## src/rtl/gpio_irq_pkg.sv

```systemverilog
`timescale 1ns/1ps
package gpio_irq_pkg;

  typedef enum logic {
    SENSE_LEVEL = 1'b0,
    SENSE_EDGE  = 1'b1
  } sense_e;

  // Detection rule for one pin, given current and previous sampled level.
  function automatic logic sense_hit(input sense_e mode, input logic pol,
                                     input logic dual, input logic cur,
                                     input logic prev);
    logic rise;
    logic fall;
    logic hit;
    rise = cur & ~prev;
    fall = ~cur & prev;
    if (mode == SENSE_LEVEL) begin
      hit = (cur == pol);
    end else if (dual) begin
      hit = rise | fall;
    end else begin
      hit = pol ? rise : fall;
    end
    return hit;
  endfunction

endpackage

```

## src/rtl/gpio_irq_sense.sv

```systemverilog
`timescale 1ns/1ps
module gpio_irq_sense
  import gpio_irq_pkg::*;
#(
  parameter int NUM_PINS = 32
) (
  input  logic                clk,
  input  logic                rst,
  input  logic [NUM_PINS-1:0] pin_in,
  input  logic [NUM_PINS-1:0] cfg_edge,
  input  logic [NUM_PINS-1:0] cfg_pol,
  input  logic [NUM_PINS-1:0] cfg_dual,
  output logic [NUM_PINS-1:0] hit
);

  logic [NUM_PINS-1:0] prev_q;

  // Previous-value register follows the pins during reset.
  always_ff @(posedge clk) begin
    prev_q <= pin_in;
  end

  for (genvar g = 0; g < NUM_PINS; g++) begin : g_pin
    assign hit[g] = sense_hit(sense_e'(cfg_edge[g]), cfg_pol[g], cfg_dual[g],
                              pin_in[g], prev_q[g]);
  end

  // Edge-mode hits need the pin to differ from its last sampled value.
  assert_edge_needs_change_R2: assert property (@(posedge clk) disable iff (rst)
    ((hit & cfg_edge & ~(pin_in ^ $past(pin_in))) == '0));

  // Level-mode pin at the inactive level never hits, dual bit or not.
  assert_level_inactive_R4: assert property (@(posedge clk) disable iff (rst)
    ((hit & ~cfg_edge & (pin_in ^ cfg_pol)) == '0));

endmodule

```

## src/rtl/gpio_irq_flags.sv

```systemverilog
`timescale 1ns/1ps
module gpio_irq_flags #(
  parameter int NUM_PINS = 32
) (
  input  logic                clk,
  input  logic                rst,
  input  logic [NUM_PINS-1:0] hit,
  input  logic                clr_stb,
  input  logic [NUM_PINS-1:0] clr_mask,
  output logic [NUM_PINS-1:0] flags
);

  logic [NUM_PINS-1:0] clr_eff;
  logic [NUM_PINS-1:0] flags_d;
  logic [NUM_PINS-1:0] flags_q;

  always_comb begin
    clr_eff = clr_stb ? clr_mask : '0;
    flags_d = (flags_q & ~clr_eff) | hit;   // detection wins over clear
  end

  always_ff @(posedge clk) begin
    if (rst) flags_q <= '0;
    else     flags_q <= flags_d;
  end

  assign flags = flags_q;

  assert_no_spurious_flag_R5: assert property (@(posedge clk) disable iff (rst)
    1'b1 |=> ((flags_q & ~$past(flags_q) & ~$past(hit)) == '0));

  assert_clear_takes_R6: assert property (@(posedge clk) disable iff (rst)
    clr_stb |=> ((flags_q & $past(clr_mask) & ~$past(hit)) == '0));

  assert_hit_wins_R7: assert property (@(posedge clk) disable iff (rst)
    (|hit) |=> ((flags_q & $past(hit)) == $past(hit)));

endmodule

```

## src/rtl/gpio_irq_merge.sv

```systemverilog
`timescale 1ns/1ps
module gpio_irq_merge #(
  parameter int NUM_PINS = 32
) (
  input  logic                clk,
  input  logic                rst,
  input  logic [NUM_PINS-1:0] flags,
  input  logic [NUM_PINS-1:0] irq_en,
  input  logic [NUM_PINS-1:0] wake_en,
  output logic                irq_q,
  output logic                wake_q
);

  localparam int NUM_REQ = 2;

  logic [NUM_REQ-1:0][NUM_PINS-1:0] gate;
  logic [NUM_REQ-1:0]               req_d;
  logic [NUM_REQ-1:0]               req_q;

  assign gate[0] = irq_en;
  assign gate[1] = wake_en;

  for (genvar r = 0; r < NUM_REQ; r++) begin : g_req
    assign req_d[r] = |(flags & gate[r]);
    always_ff @(posedge clk) begin
      if (rst) req_q[r] <= 1'b0;
      else     req_q[r] <= req_d[r];
    end
  end

  assign irq_q  = req_q[0];
  assign wake_q = req_q[1];

  assert_irq_has_source_R8: assert property (@(posedge clk) disable iff (rst)
    irq_q |-> $past(|(flags & irq_en)));

  assert_wake_has_source_R9: assert property (@(posedge clk) disable iff (rst)
    wake_q |-> $past(|(flags & wake_en)));

endmodule

```

## src/rtl/gpio_irq_detect.sv

```systemverilog
`timescale 1ns/1ps
module gpio_irq_detect #(
  parameter int NUM_PINS = 32
) (
  input  logic                clk,
  input  logic                rst,
  input  logic [NUM_PINS-1:0] pin_in,
  input  logic [NUM_PINS-1:0] sense_edge,
  input  logic [NUM_PINS-1:0] sense_pol,
  input  logic [NUM_PINS-1:0] sense_dual,
  input  logic [NUM_PINS-1:0] irq_en,
  input  logic [NUM_PINS-1:0] wake_en,
  input  logic                clr_stb,
  input  logic [NUM_PINS-1:0] clr_mask,
  output logic [NUM_PINS-1:0] pend_flags,
  output logic                irq_req,
  output logic                wake_req
);

  logic [NUM_PINS-1:0] hit;

  gpio_irq_sense #(.NUM_PINS(NUM_PINS)) sense_i (
    .clk      (clk),
    .rst      (rst),
    .pin_in   (pin_in),
    .cfg_edge (sense_edge),
    .cfg_pol  (sense_pol),
    .cfg_dual (sense_dual),
    .hit      (hit)
  );

  gpio_irq_flags #(.NUM_PINS(NUM_PINS)) flags_i (
    .clk      (clk),
    .rst      (rst),
    .hit      (hit),
    .clr_stb  (clr_stb),
    .clr_mask (clr_mask),
    .flags    (pend_flags)
  );

  gpio_irq_merge #(.NUM_PINS(NUM_PINS)) merge_i (
    .clk     (clk),
    .rst     (rst),
    .flags   (pend_flags),
    .irq_en  (irq_en),
    .wake_en (wake_en),
    .irq_q   (irq_req),
    .wake_q  (wake_req)
  );

  assert_reset_clears_R1: assert property (@(posedge clk)
    rst |=> (pend_flags == '0 && !irq_req && !wake_req));

endmodule

```

## config.mk

```make
export PLATFORM = sky130hd
export DESIGN_NAME = gpio_irq_detect
export DESIGN_NICKNAME = d
export VERILOG_FILES = /design/src/rtl/gpio_irq_pkg.sv /design/src/rtl/gpio_irq_sense.sv /design/src/rtl/gpio_irq_flags.sv /design/src/rtl/gpio_irq_merge.sv /design/src/rtl/gpio_irq_detect.sv
export SDC_FILE = /design/constraint.sdc
export NUM_CORES = 1
export LEC_CHECK = 0
export BUFFER_PORTS_ARGS = -buffer_cell sky130_fd_sc_hd__buf_2
export CAP_MARGIN = 20
export CELL_PAD_IN_SITES_DETAIL_PLACEMENT = 2
export CELL_PAD_IN_SITES_GLOBAL_PLACEMENT = 2
export CORE_UTILIZATION = 28
export DETAILED_ROUTE_END_ITERATION = 16
export PLACE_DENSITY_LB_ADDON = 0.15
export RECOVER_POWER = 25
export SKIP_LAST_GASP = 1
export SLEW_MARGIN = 15
export SYNTH_ARGS = -nofsm -noshare
export SYNTH_HDL_FRONTEND = slang
export SYNTH_HIERARCHICAL = 1
export SYNTH_SLANG_ARGS = --single-unit
```

## constraint.sdc

```tcl
create_clock -name clk -period 2.8 [get_ports clk]
set_clock_uncertainty 0.1 [all_clocks]
set_input_delay 0.56 -clock clk [delete_from_list [all_inputs] [get_ports clk]]
set_output_delay 0.56 -clock clk [all_outputs]
set_load 0.05 [all_outputs]
```

==> impl_results.md <==
* Buffers plus inverters on the worst setup path at 1
* Final hold slack at 0.276 ns
* Critical path's slowest cell: dfxtp_1
* Core area at 16,800 um^2
* Setup violators final at 0
* Synthesized flop and latch total at 66
* Hold Path Class: in -> reg
* Resized cells post-CTS at 0
* Die X at 134 um
* Critical path fanouts, max at 4
* R2R depth at 3
* YS warnings at 6
* Pins Over Slew Limit at 0
* Gr ovfl total at 0
* VDD IR max at 0.270 mV
* Crit path max-delay family: flip-flops
* DP HPWL at 15,200 um
* Starting Density at 0.291
* CP Class: reg -> out
* Critical Path Start Type: register
* Placer congestion estimate at 0.758
* I/O pin count at 261
* Area growth from synthesis to layout at 37.9%
* Hold path startpoint: pin_in[16]
* Worst setup path endpoint: pend_flags[3]
* DRT Pass-1 Iters at 3
* Critical Path, Cell by Cell: buf_2
* Worst EP arrival at 1.14 ns
* CP required at 2.14 ns
* Hold Fails Final Rpt at 0
* NumNets Final at 1,058
* Global-route wire length before repair at 27,100 um
* Clock Tree Root: clkbuf_16
* Die Ht at 134 um
* Total number of vias at 4,772
* Post-DR wirelength/cell at 17.8 um
* Post-Layout Inst Area at 6750 um^2
* PD cells at 499 nW/um^2
* Maxcap violations at 0
* Critical Path Source: flags_i/flags[3]
* Synth cell types at 15
* Fin crit share at 0.644
* Vias in the first global route at 5,439
* Post-Synthesis Cells at 499
* Cell count along the critical path at 1
* Crit end category: output port
* Post-CTS Setup Inserts at 0
* R2r setup slk at 1.13 ns
* Later-pin clock latency in the skew report at 0.34 ns
* Post-route setup TNS at 0 ns
* Die ar. at 18,000 um^2
* Number of remaining DRC errors at 0
* Syn Nets at 790
* Reg2reg end: merge_i/irq_q
* Outcome: completed
* Via density per instance at 4.81
* Number of DRC markers in iteration 0 at 83
* Worst Max-Slew Pin Slew at 0.751 ns
* Routed WL at 17,700 um
* Reg2reg start: flags_i/flags[14]
* Min cycle time layout at 1.80 ns
* Clk sinks at 66
* RSZ-0062 raised after global routing: false
* Pleak at 0.00353 uW
* Average size of a mapped cell at 9.81 um^2
* CTS max path bufs at 2
* Fmax at 554 MHz
* Synth Cell Area at 4900 um^2
* Initial antenna violation count at 1
* Slew headroom at 0.500
* PortBufs at 260
* Sequential-to-total area share from yosys stat at 0.270
* CTS Hold Bufs at 0
* Htree depth at 3
* Largest net degree at the start of global routing at 24
* Clk pin slew, worst setup/hold paths at 0.06 ns
* CTS tree: built
* Antenna-violating nets left at 0
* GRT Total Usage at 0.199
* CTS Buf Count at 9
* Layout cell share with drive strength beyond 1 at 0.451
* DP Area at 6440 um^2
* FP Rows at 47
* CP peak stage delay at 0.48 ns
-- metrics by stage --
step	worst slack, ns	cells	utilization	power, uW
2_1_floorplan	1.18	499	-	1690
3_3_place_gp	0.793	976	0.383	2050
3_5_place_dp	0.801	976	0.383	2110
4_1_cts	0.961	992	0.403	3450
5_1_grt	0.920	992	0.401	3560
6_report	0.995	993	0.401	3370
-- cell usage after synthesis --
library cell,count,area share
nor2_1,32,0.025
buf_6,6,0.014
ha_1,64,0.16
o21ai_1,32,0.033
o211ai_2,32,0.082
nand4_1,8,0.010
a311oi_2,30,0.092
mux2_4,32,0.098
dfxtp_1,66,0.27
o41a_1,2,0.0046
a311oi_1,2,0.0036
xor2_1,32,0.057
nand2_1,32,0.025
inv_1,97,0.074
a22oi_1,32,0.049
-- metal layers --
| layer | GRT usage | vias to the layer above | share of wire |
|---|---|---|---|
| met2 | 0.404 | 158 | 0.54 |
| met4 | 0.0643 | 0 | 0.023 |
| met5 | 0 | - | 0 |
| met3 | 0.0639 | 27 | 0.071 |
| li1 | - | 2288 | - |
| met1 | 0.184 | 2299 | 0.36 |
-- flip-flops by register name (all words and copies together) (netlist names) --
name,cells
merge_i/wake_q,1
merge_i/irq_q,1
sense_i/prev_q,32
flags_i/flags,32
-- kinds of logic after synthesis --
family,share of synthesized area
AND/OR/NAND/NOR,0.0593
flip-flops,0.270
buffers and inverters,0.0882
XOR/XNOR,0.0572
AO/OA/AOI/OAI,0.264
multiplexers,0.0981
adder cells (fa/ha/maj),0.164
-- layout by cell type, fill, tap and decap left out --
| cell type | count |
|---|---|
| clkinv_2 | 1 |
| bufinv_16 | 2 |
| o21ai_1 | 32 |
| a22oi_1 | 32 |
| buf_12 | 1 |
| o211ai_2 | 32 |
| buf_4 | 2 |
| clkbuf_16 | 9 |
| nand2_1 | 32 |
| nor2_1 | 32 |
| inv_1 | 97 |
| o41a_1 | 2 |
| buf_2 | 235 |
| clkinvlp_4 | 1 |
| ha_1 | 64 |
| clkbuf_8 | 3 |
| xor2_1 | 32 |
| diode_2 | 1 |
| a311oi_1 | 2 |
| mux2_4 | 32 |
| dfxtp_1 | 66 |
| nand4_1 | 8 |
| clkbuf_1 | 25 |
| a311oi_2 | 30 |
-- cell type report --
| type | count | area, um^2 |
|---|---|---|
| fill | 1958 | 10100 |
| multi-input combinational | 330 | 3140 |
| sequential | 66 | 1320 |
| timing repair buffer | 263 | 1310 |
| inverter | 97 | 364 |
| tap | 220 | 275 |
| clock buffer | 12 | 267 |
| clock inverter | 4 | 72.6 |
| antenna | 1 | 2.50 |
-- worst min-delay path by stage --
stage	endpoint	depth (start not counted)
global route	sense_i/prev_q[10]	1
global placement	flags_i/flags[16]	2
floorplan	sense_i/prev_q[0]	0
CTS	sense_i/prev_q[21]	1
finish	sense_i/prev_q[16]	1
detailed placement	flags_i/flags[27]	2
-- report_power, final --
group / internal [uW] / switching [uW]
combinational: 391 / 584
sequential: 1020 / 81.5
clock: 851 / 446
total: 2260 / 1110
(Power assumes the default switching activity.)
